==> src/rtl/msw_pkg.sv <==
package msw_pkg;

    localparam int NPORT  = 5;
    localparam int PW     = 3;
    localparam int CODE_W = 5;
    localparam int NCODE  = NPORT * (NPORT - 1);

    typedef enum logic [PW-1:0] {
        P_MEM   = 3'd0,
        P_NORTH = 3'd1,
        P_EAST  = 3'd2,
        P_WEST  = 3'd3,
        P_SOUTH = 3'd4
    } port_e;

    typedef enum logic [1:0] {
        H_EMPTY  = 2'd0,
        H_PARKED = 2'd1,
        H_SEND   = 2'd2
    } hold_e;

    typedef struct packed {
        logic  act;
        port_e src;
        port_e dst;
    } route_t;

    // Source group is code-1 divided by the fan-out; destination walks the
    // remaining ports in ascending index order.
    function automatic route_t decode_code(input logic [CODE_W-1:0] code);
        route_t r;
        int k;
        int g;
        int i;
        r.act = 1'b0;
        r.src = P_MEM;
        r.dst = P_MEM;
        k = int'(code) - 1;
        g = k / (NPORT - 1);
        i = k % (NPORT - 1);
        if (k >= 0 && k < NCODE) begin
            r.act = 1'b1;
            r.src = port_e'(g[PW-1:0]);
            r.dst = (i < g) ? port_e'(i[PW-1:0]) : port_e'(i[PW-1:0] + 3'd1);
        end
        return r;
    endfunction

endpackage

==> src/rtl/msw_route_reg.sv <==
module msw_route_reg
    import msw_pkg::*;
(
    input  logic              clk,
    input  logic              rst_n,
    input  logic              load,
    input  logic [CODE_W-1:0] code,
    output route_t            rt_q
);

    always_ff @(posedge clk or negedge rst_n) begin
        if (!rst_n) begin
            rt_q.act <= 1'b0;
            rt_q.src <= P_MEM;
            rt_q.dst <= P_MEM;
        end else if (load) begin
            rt_q <= decode_code(code);
        end
    end

    p_route_persist_r5: assert property (@(posedge clk) disable iff (!rst_n)
        !load |=> $stable(rt_q));

endmodule

==> src/rtl/msw_west_hold.sv <==
module msw_west_hold
    import msw_pkg::*;
#(
    parameter int DATA_W = 16
) (
    input  logic              clk,
    input  logic              rst_n,
    input  logic              park,
    input  logic              rel,
    input  logic              w_vld,
    input  logic [DATA_W-1:0] w_data,
    output logic              eff_vld,
    output logic [DATA_W-1:0] eff_data
);

    hold_e             st_q, st_d;
    logic              cap;
    logic [DATA_W-1:0] buf_q;

    // state register
    always_ff @(posedge clk or negedge rst_n) begin
        if (!rst_n) st_q <= H_EMPTY;
        else        st_q <= st_d;
    end

    // next state
    always_comb begin
        st_d = st_q;
        cap  = 1'b0;
        unique case (st_q)
            H_EMPTY: begin
                if (park && w_vld) begin
                    st_d = H_PARKED;
                    cap  = 1'b1;
                end
            end
            H_PARKED: begin
                if (rel) st_d = H_SEND;
            end
            H_SEND:  st_d = H_EMPTY;
            default: st_d = H_EMPTY;
        endcase
    end

    always_ff @(posedge clk or negedge rst_n) begin
        if (!rst_n)              buf_q <= '0;
        else if (cap)            buf_q <= w_data;
        else if (st_q == H_SEND) buf_q <= '0;
    end

    // outputs: effective West source seen by the output cells
    always_comb begin
        eff_vld  = 1'b0;
        eff_data = '0;
        unique case (st_q)
            H_SEND: begin
                eff_vld  = 1'b1;
                eff_data = buf_q;
            end
            H_EMPTY, H_PARKED: begin
                if (!(park && w_vld)) begin
                    eff_vld  = w_vld;
                    eff_data = w_data;
                end
            end
            default: ;
        endcase
    end

    p_capture_r7: assert property (@(posedge clk) disable iff (!rst_n)
        (st_q == H_EMPTY && park && w_vld) |=>
            (st_q == H_PARKED && buf_q == $past(w_data)));

    p_buf_kept_r8: assert property (@(posedge clk) disable iff (!rst_n)
        (st_q == H_PARKED) |=> $stable(buf_q));

    p_send_once_r9: assert property (@(posedge clk) disable iff (!rst_n)
        (st_q == H_SEND) |=> (st_q == H_EMPTY && buf_q == '0));

    p_empty_stays_r10: assert property (@(posedge clk) disable iff (!rst_n)
        (st_q == H_EMPTY && !(park && w_vld)) |=> (st_q == H_EMPTY));

endmodule

==> src/rtl/msw_out_cell.sv <==
module msw_out_cell
    import msw_pkg::*;
#(
    parameter int    DATA_W = 16,
    parameter port_e PORT   = P_MEM
) (
    input  logic                          clk,
    input  logic                          rst_n,
    input  route_t                        rt,
    input  logic [NPORT-1:0]              src_vld,
    input  logic [NPORT-1:0][DATA_W-1:0]  src_data,
    output logic                          o_vld,
    output logic [DATA_W-1:0]             o_data
);

    logic hit;
    assign hit = rt.act && (rt.dst == PORT);

    always_ff @(posedge clk or negedge rst_n) begin
        if (!rst_n) begin
            o_vld  <= 1'b0;
            o_data <= '0;
        end else if (hit) begin
            o_vld  <= src_vld[rt.src];
            o_data <= src_data[rt.src];
        end else begin
            o_vld  <= 1'b0;
            o_data <= '0;
        end
    end

    p_idle_quiet_r2: assert property (@(posedge clk) disable iff (!rst_n)
        !rt.act |=> (!o_vld && o_data == '0));

    p_not_dest_quiet_r3: assert property (@(posedge clk) disable iff (!rst_n)
        !hit |=> !o_vld);

    p_follow_src_r4: assert property (@(posedge clk) disable iff (!rst_n)
        hit |=> (o_vld == $past(src_vld[rt.src])));

endmodule

==> src/rtl/mesh_switch5.sv <==
module mesh_switch5
    import msw_pkg::*;
#(
    parameter int DATA_W = 16
) (
    input  logic                      clk,
    input  logic                      rst_n,
    input  logic [4:0]                route_code,
    input  logic                      route_load,
    input  logic                      park_west,
    input  logic                      release_hold,
    input  logic [4:0]                in_valid,
    input  logic [5*DATA_W-1:0]       in_data,
    output logic [4:0]                out_valid,
    output logic [5*DATA_W-1:0]       out_data
);

    route_t                       rt_q;
    logic                         west_vld;
    logic [DATA_W-1:0]            west_data;
    logic [NPORT-1:0]             src_vld;
    logic [NPORT-1:0][DATA_W-1:0] src_data;

    msw_route_reg u_route (
        .clk   (clk),
        .rst_n (rst_n),
        .load  (route_load),
        .code  (route_code),
        .rt_q  (rt_q)
    );

    msw_west_hold #(.DATA_W(DATA_W)) u_hold (
        .clk      (clk),
        .rst_n    (rst_n),
        .park     (park_west),
        .rel      (release_hold),
        .w_vld    (in_valid[P_WEST]),
        .w_data   (in_data[int'(P_WEST)*DATA_W +: DATA_W]),
        .eff_vld  (west_vld),
        .eff_data (west_data)
    );

    always_comb begin
        for (int p = 0; p < NPORT; p++) begin
            src_vld[p]  = in_valid[p];
            src_data[p] = in_data[p*DATA_W +: DATA_W];
        end
        src_vld[P_WEST]  = west_vld;
        src_data[P_WEST] = west_data;
    end

    for (genvar g = 0; g < NPORT; g++) begin : g_cell
        msw_out_cell #(.DATA_W(DATA_W), .PORT(port_e'(g))) u_cell (
            .clk      (clk),
            .rst_n    (rst_n),
            .rt       (rt_q),
            .src_vld  (src_vld),
            .src_data (src_data),
            .o_vld    (out_valid[g]),
            .o_data   (out_data[g*DATA_W +: DATA_W])
        );
    end

    p_unicast_r3: assert property (@(posedge clk) disable iff (!rst_n)
        $countones(out_valid) <= 1);

endmodule

==> config.mk <==
export PLATFORM = sky130hd
export DESIGN_NAME = mesh_switch5
export DESIGN_NICKNAME = d
export VERILOG_FILES = /design/src/rtl/msw_pkg.sv /design/src/rtl/msw_route_reg.sv /design/src/rtl/msw_west_hold.sv /design/src/rtl/msw_out_cell.sv /design/src/rtl/mesh_switch5.sv
export SDC_FILE = /design/constraint.sdc
export NUM_CORES = 1
export LEC_CHECK = 0
export ABC_AREA = 1
export BUFFER_PORTS_ARGS = -buffer_cell sky130_fd_sc_hd__buf_2
export CORE_ASPECT_RATIO = 1.2
export CORE_UTILIZATION = 45
export CTS_BUF_LIST = sky130_fd_sc_hd__clkbuf_4 sky130_fd_sc_hd__clkbuf_8 sky130_fd_sc_hd__clkbuf_16
export CTS_CLUSTER_DIAMETER = 100
export DETAILED_ROUTE_END_ITERATION = 6
export PLACE_DENSITY = 0.76
export SYNTH_ARGS = -nofsm -noshare
export SYNTH_HDL_FRONTEND = slang
export SYNTH_SLANG_ARGS = --single-unit
==> constraint.sdc <==
create_clock -name clk -period 1.3 [get_ports clk]
set_input_delay 0.065 -clock clk [delete_from_list [all_inputs] [get_ports clk]]
set_output_delay 0.065 -clock clk [all_outputs]
set_load 0.02 [all_outputs]
==> impl_results.md <==
* Slew headroom at roughly three quarters
* Vias at 5066
* WL final at 16.8 mm
* Effective utilization at floorplan at between 40% and 50%
* Mapped Area at 5150 sq um
* Crit path capture type: flip-flop
* Top-area cell type share of the netlist area at between 50% and 60%
* WHS Path Cells at 3
* Yosys reg bits at 110
* Drt wl/cell at 17.6 microns
* Switching power at 3.53 mW
* GRT Total Usage at 27.2%
* CTS clk-pin slew, worst paths at 80 ps
* Clk buf depth at 2
* Share of cells above drive strength 1 at roughly three fifths
* Vias per cell at 5.29
* CTS H-tree depth at 3
* Clock Power Share at approximately 27%
* P&R area growth vs syn at 63.7%
* Mux cell area share after synthesis at 0%
* Post-DP HPWL at 10.7 mm
* Hold Vio Cnt, Final at 0
* Most common cell after layout, fill and taps aside: buf_2
* CTS tree: built
* Worst Hold Class: input port to flip-flop
* Syn nets at 653
* Slew Viols, Final at 0
* Row cnt at 42
* Root buf cell: clkbuf_16
* Simple-gate share of the synthesized area at 13.7%
* Total core area at 11100 sq um
* Async SR Flop Fraction at 100%
* CTS Sinks at 110
* PortBufs at 179
* Most frequent cells in the layout: buf_2 (176), dfrtp_1 (108), a21oi_2 (64)
* Max VDD drop at 0.000993 V
* Area contributors post-synth: dfrtp_1 (53%), a21oi_1 (10%), nand2_1 (4.9%)
* Dpl ws at -1290 ps
* Reg power frac at between 30% and 40%
* Final layout net count at 912
* Main combinational cell family by area after synthesis: compound AO/OA/AOI/OAI gates
* Grt ovf at 0
* Pint at 6.42 mW
* Post-synth EDFFs at 0
* RePlAce Congestion at around 0.9
* DRC at 0
* Die H at 119 microns
* Worst R2R Path Depth at 8
* Leak at roughly 4.2 nW
* Final instance area at 8420 sq um
* CP max-delay cell: ha_4
* Top-Level Pins at 180
* Die X-Extent at 99.6 microns
* Antenna-violating nets left at 0
* CP Cell Sequence: buf_8, clkinvlp_4, buf_6, nand3_4, nor2_4, inv_2, nor2_4, ha_4, ha_4, nand3_4, ha_4, ha_4, nand2_2, nor2_1, nor2_1, nand3_1, nand2_2, nand2_2, nand2_2, nand3_2, nand2_1, nand3_1, nand2_1
* Diode count at 0
* Fillers at about 710
* Adder and majority gate portion of the synthesized area at around 4.6%
* Status: finished, violations left
* Worst setup SP type: input port
* Syn. warnings at 0
* Maxcap violations at 0
* WP data arrival at 2440 ps
* Worst endpoint required time at 1590 ps
* Clock latency on the worst-skew pair at roughly 340 ps
* Number of global-route vias before repair at ~5000
* Compound-Gate Fraction of Synth Area at 20.3%
* CP peak stage delay at ~280 ps
* FMAX at 465 MHz
* Synth area leader: dfrtp_1
* Synth unique cells at 33
* Final worst setup slack at -850 ps
* Initial DRC count at about 170
* Pwr/cell area at 1180 nW/um^2
* Largest net degree at the start of global routing at 74
* Register area share after synthesis at between 50% and 60%
* Maximum net fanout on the critical path at 4
* Placed Instance Area at between 6000 and 7000 sq um
* RSZ-0062 raised after global routing: true
* Power, Total at 9.95 mW
* Tmin final at approximately 2200 ps
* First-pass GRT wire length at 24.8 mm
* Worst setup path category: input port to flip-flop
* Synth Flop Type: dfrtp_1
* Syn Inst Count at 539
* Die area at between 10000 and 15000 sq um
* Period utilisation layout at 165%
* Switching Share at 35.5%
* Initial antenna violation count at 0
* # setup viols final at approximately 110
* Failing checks: negative setup slack
* Skew final at 9.05 ps
* Worst Tran Pin Value at 383 ps
* Pre-antenna DRT Iters at 4
* Mean Syn Cell Area at between 9 and 10 sq um
* Num CTS Buffers at 9
* Setup TNS at -29190 ps
* Xor and xnor area share after synthesis at 0.511%
* Combinational Power Share at roughly a third
==> cell usage after synthesis (5+ instances only) <==
library cell and n:
inv_1 44, inv_2 5, o21ai_1 6, dfrtp_1 110, o21ai_0 28, ha_1 19
nand2_1 67, buf_2 5, o22ai_1 6, buf_4 9, a21oi_1 104, nand3_1 28
a22oi_1 15, nand2_4 10, clkbuf_1 9, nor2_1 29, o21ai_2 19
==> worst paths after layout <==
check                                     start                    endpoint  slack [ps]
worst max-delay path              route_code[0]             u_route.rt_q[1]        -850
worst min-delay path                in_data[69]  g_cell[4].u_cell.o_data[5]          30
worst max register to register   u_hold.st_q[1]  g_cell[4].u_cell.o_data[6]        -350
worst min register to register  u_route.rt_q[1]             u_route.rt_q[1]         550
max in group asynchronous                 rst_n  g_cell[2].u_cell.o_data[6]         690
min in group asynchronous                 rst_n              u_hold.st_q[0]         230
==> critical path, delay by kind of cell <==
kind	cells	cell delay, ps
and+or+nand+nor	15	1230
buffers and inverters	4	350
adders and majority gates	4	790
==> area by class of cell <==
type / instances / area, sq um / share of cell area, %
multi-input combinational: 350 / 2950 / 35.1
sequential: 110 / 2760 / 32.7
timing repair buffer: 278 / 2010 / 23.9
clock buffer: 9 / 225 / 2.67
inverter: 49 / 203 / 2.41
tap: 154 / 193 / 2.29
clock inverter: 7 / 82.6 / 0.981
==> per-layer routing <==
metal | share of wire [%] | track usage (%)
met4 | 3.9 | 10.2
met1 | 39 | 33.2
met5 | 0 | 0
met3 | 5.2 | 3.93
met2 | 52 | 48.2
==> repair_timing <==
action	4_1_cts	5_1_grt
gates cloned	2	3
buffers inserted	18	7
hold buffers	20	0
pin swaps	52	49
endpoints found under the hold margin	129	0
resized for setup	105	130
endpoints found under the setup margin	92	107
==> power groups by stage <==
stage	Sequential, mW	Clock (mW)	Combinational [mW]
floorplan	4.12	0	1.23
global placement	3.94	0	2.35
detailed placement	3.96	0	2.41
CTS	3.90	2.74	2.82
global route	3.96	2.89	3.53
finish	3.93	2.72	3.30
==> metrics by stage <==
step                      instances  utilization (%)  hold WS [ps]
after floorplan                 539                -          -231
after global placement          899             61.0          53.4
after detailed placement        899             61.0          59.3
after CTS                       951             70.7          3.95
after global routing            957             76.0          21.5
final                           957             76.0          25.8
==> kinds of logic after synthesis <==
family / Yosys count
buffers and inverters: 79
DFF: 110
and+or+nand+nor: 146
AOI/OAI and AO/OA: 182
adders and majority gates: 19
xor gates and xnor gates: 3
==> sequential cells by signal, indices dropped and copies added, names as in the netlist <==
signal / flops
u_hold.buf_q: 16
g_cell.u_cell.o_vld: 5
u_route.rt_q: 7
g_cell.u_cell.o_data: 80
u_hold.st_q: 2
Power figures use the tool's default switching activity.
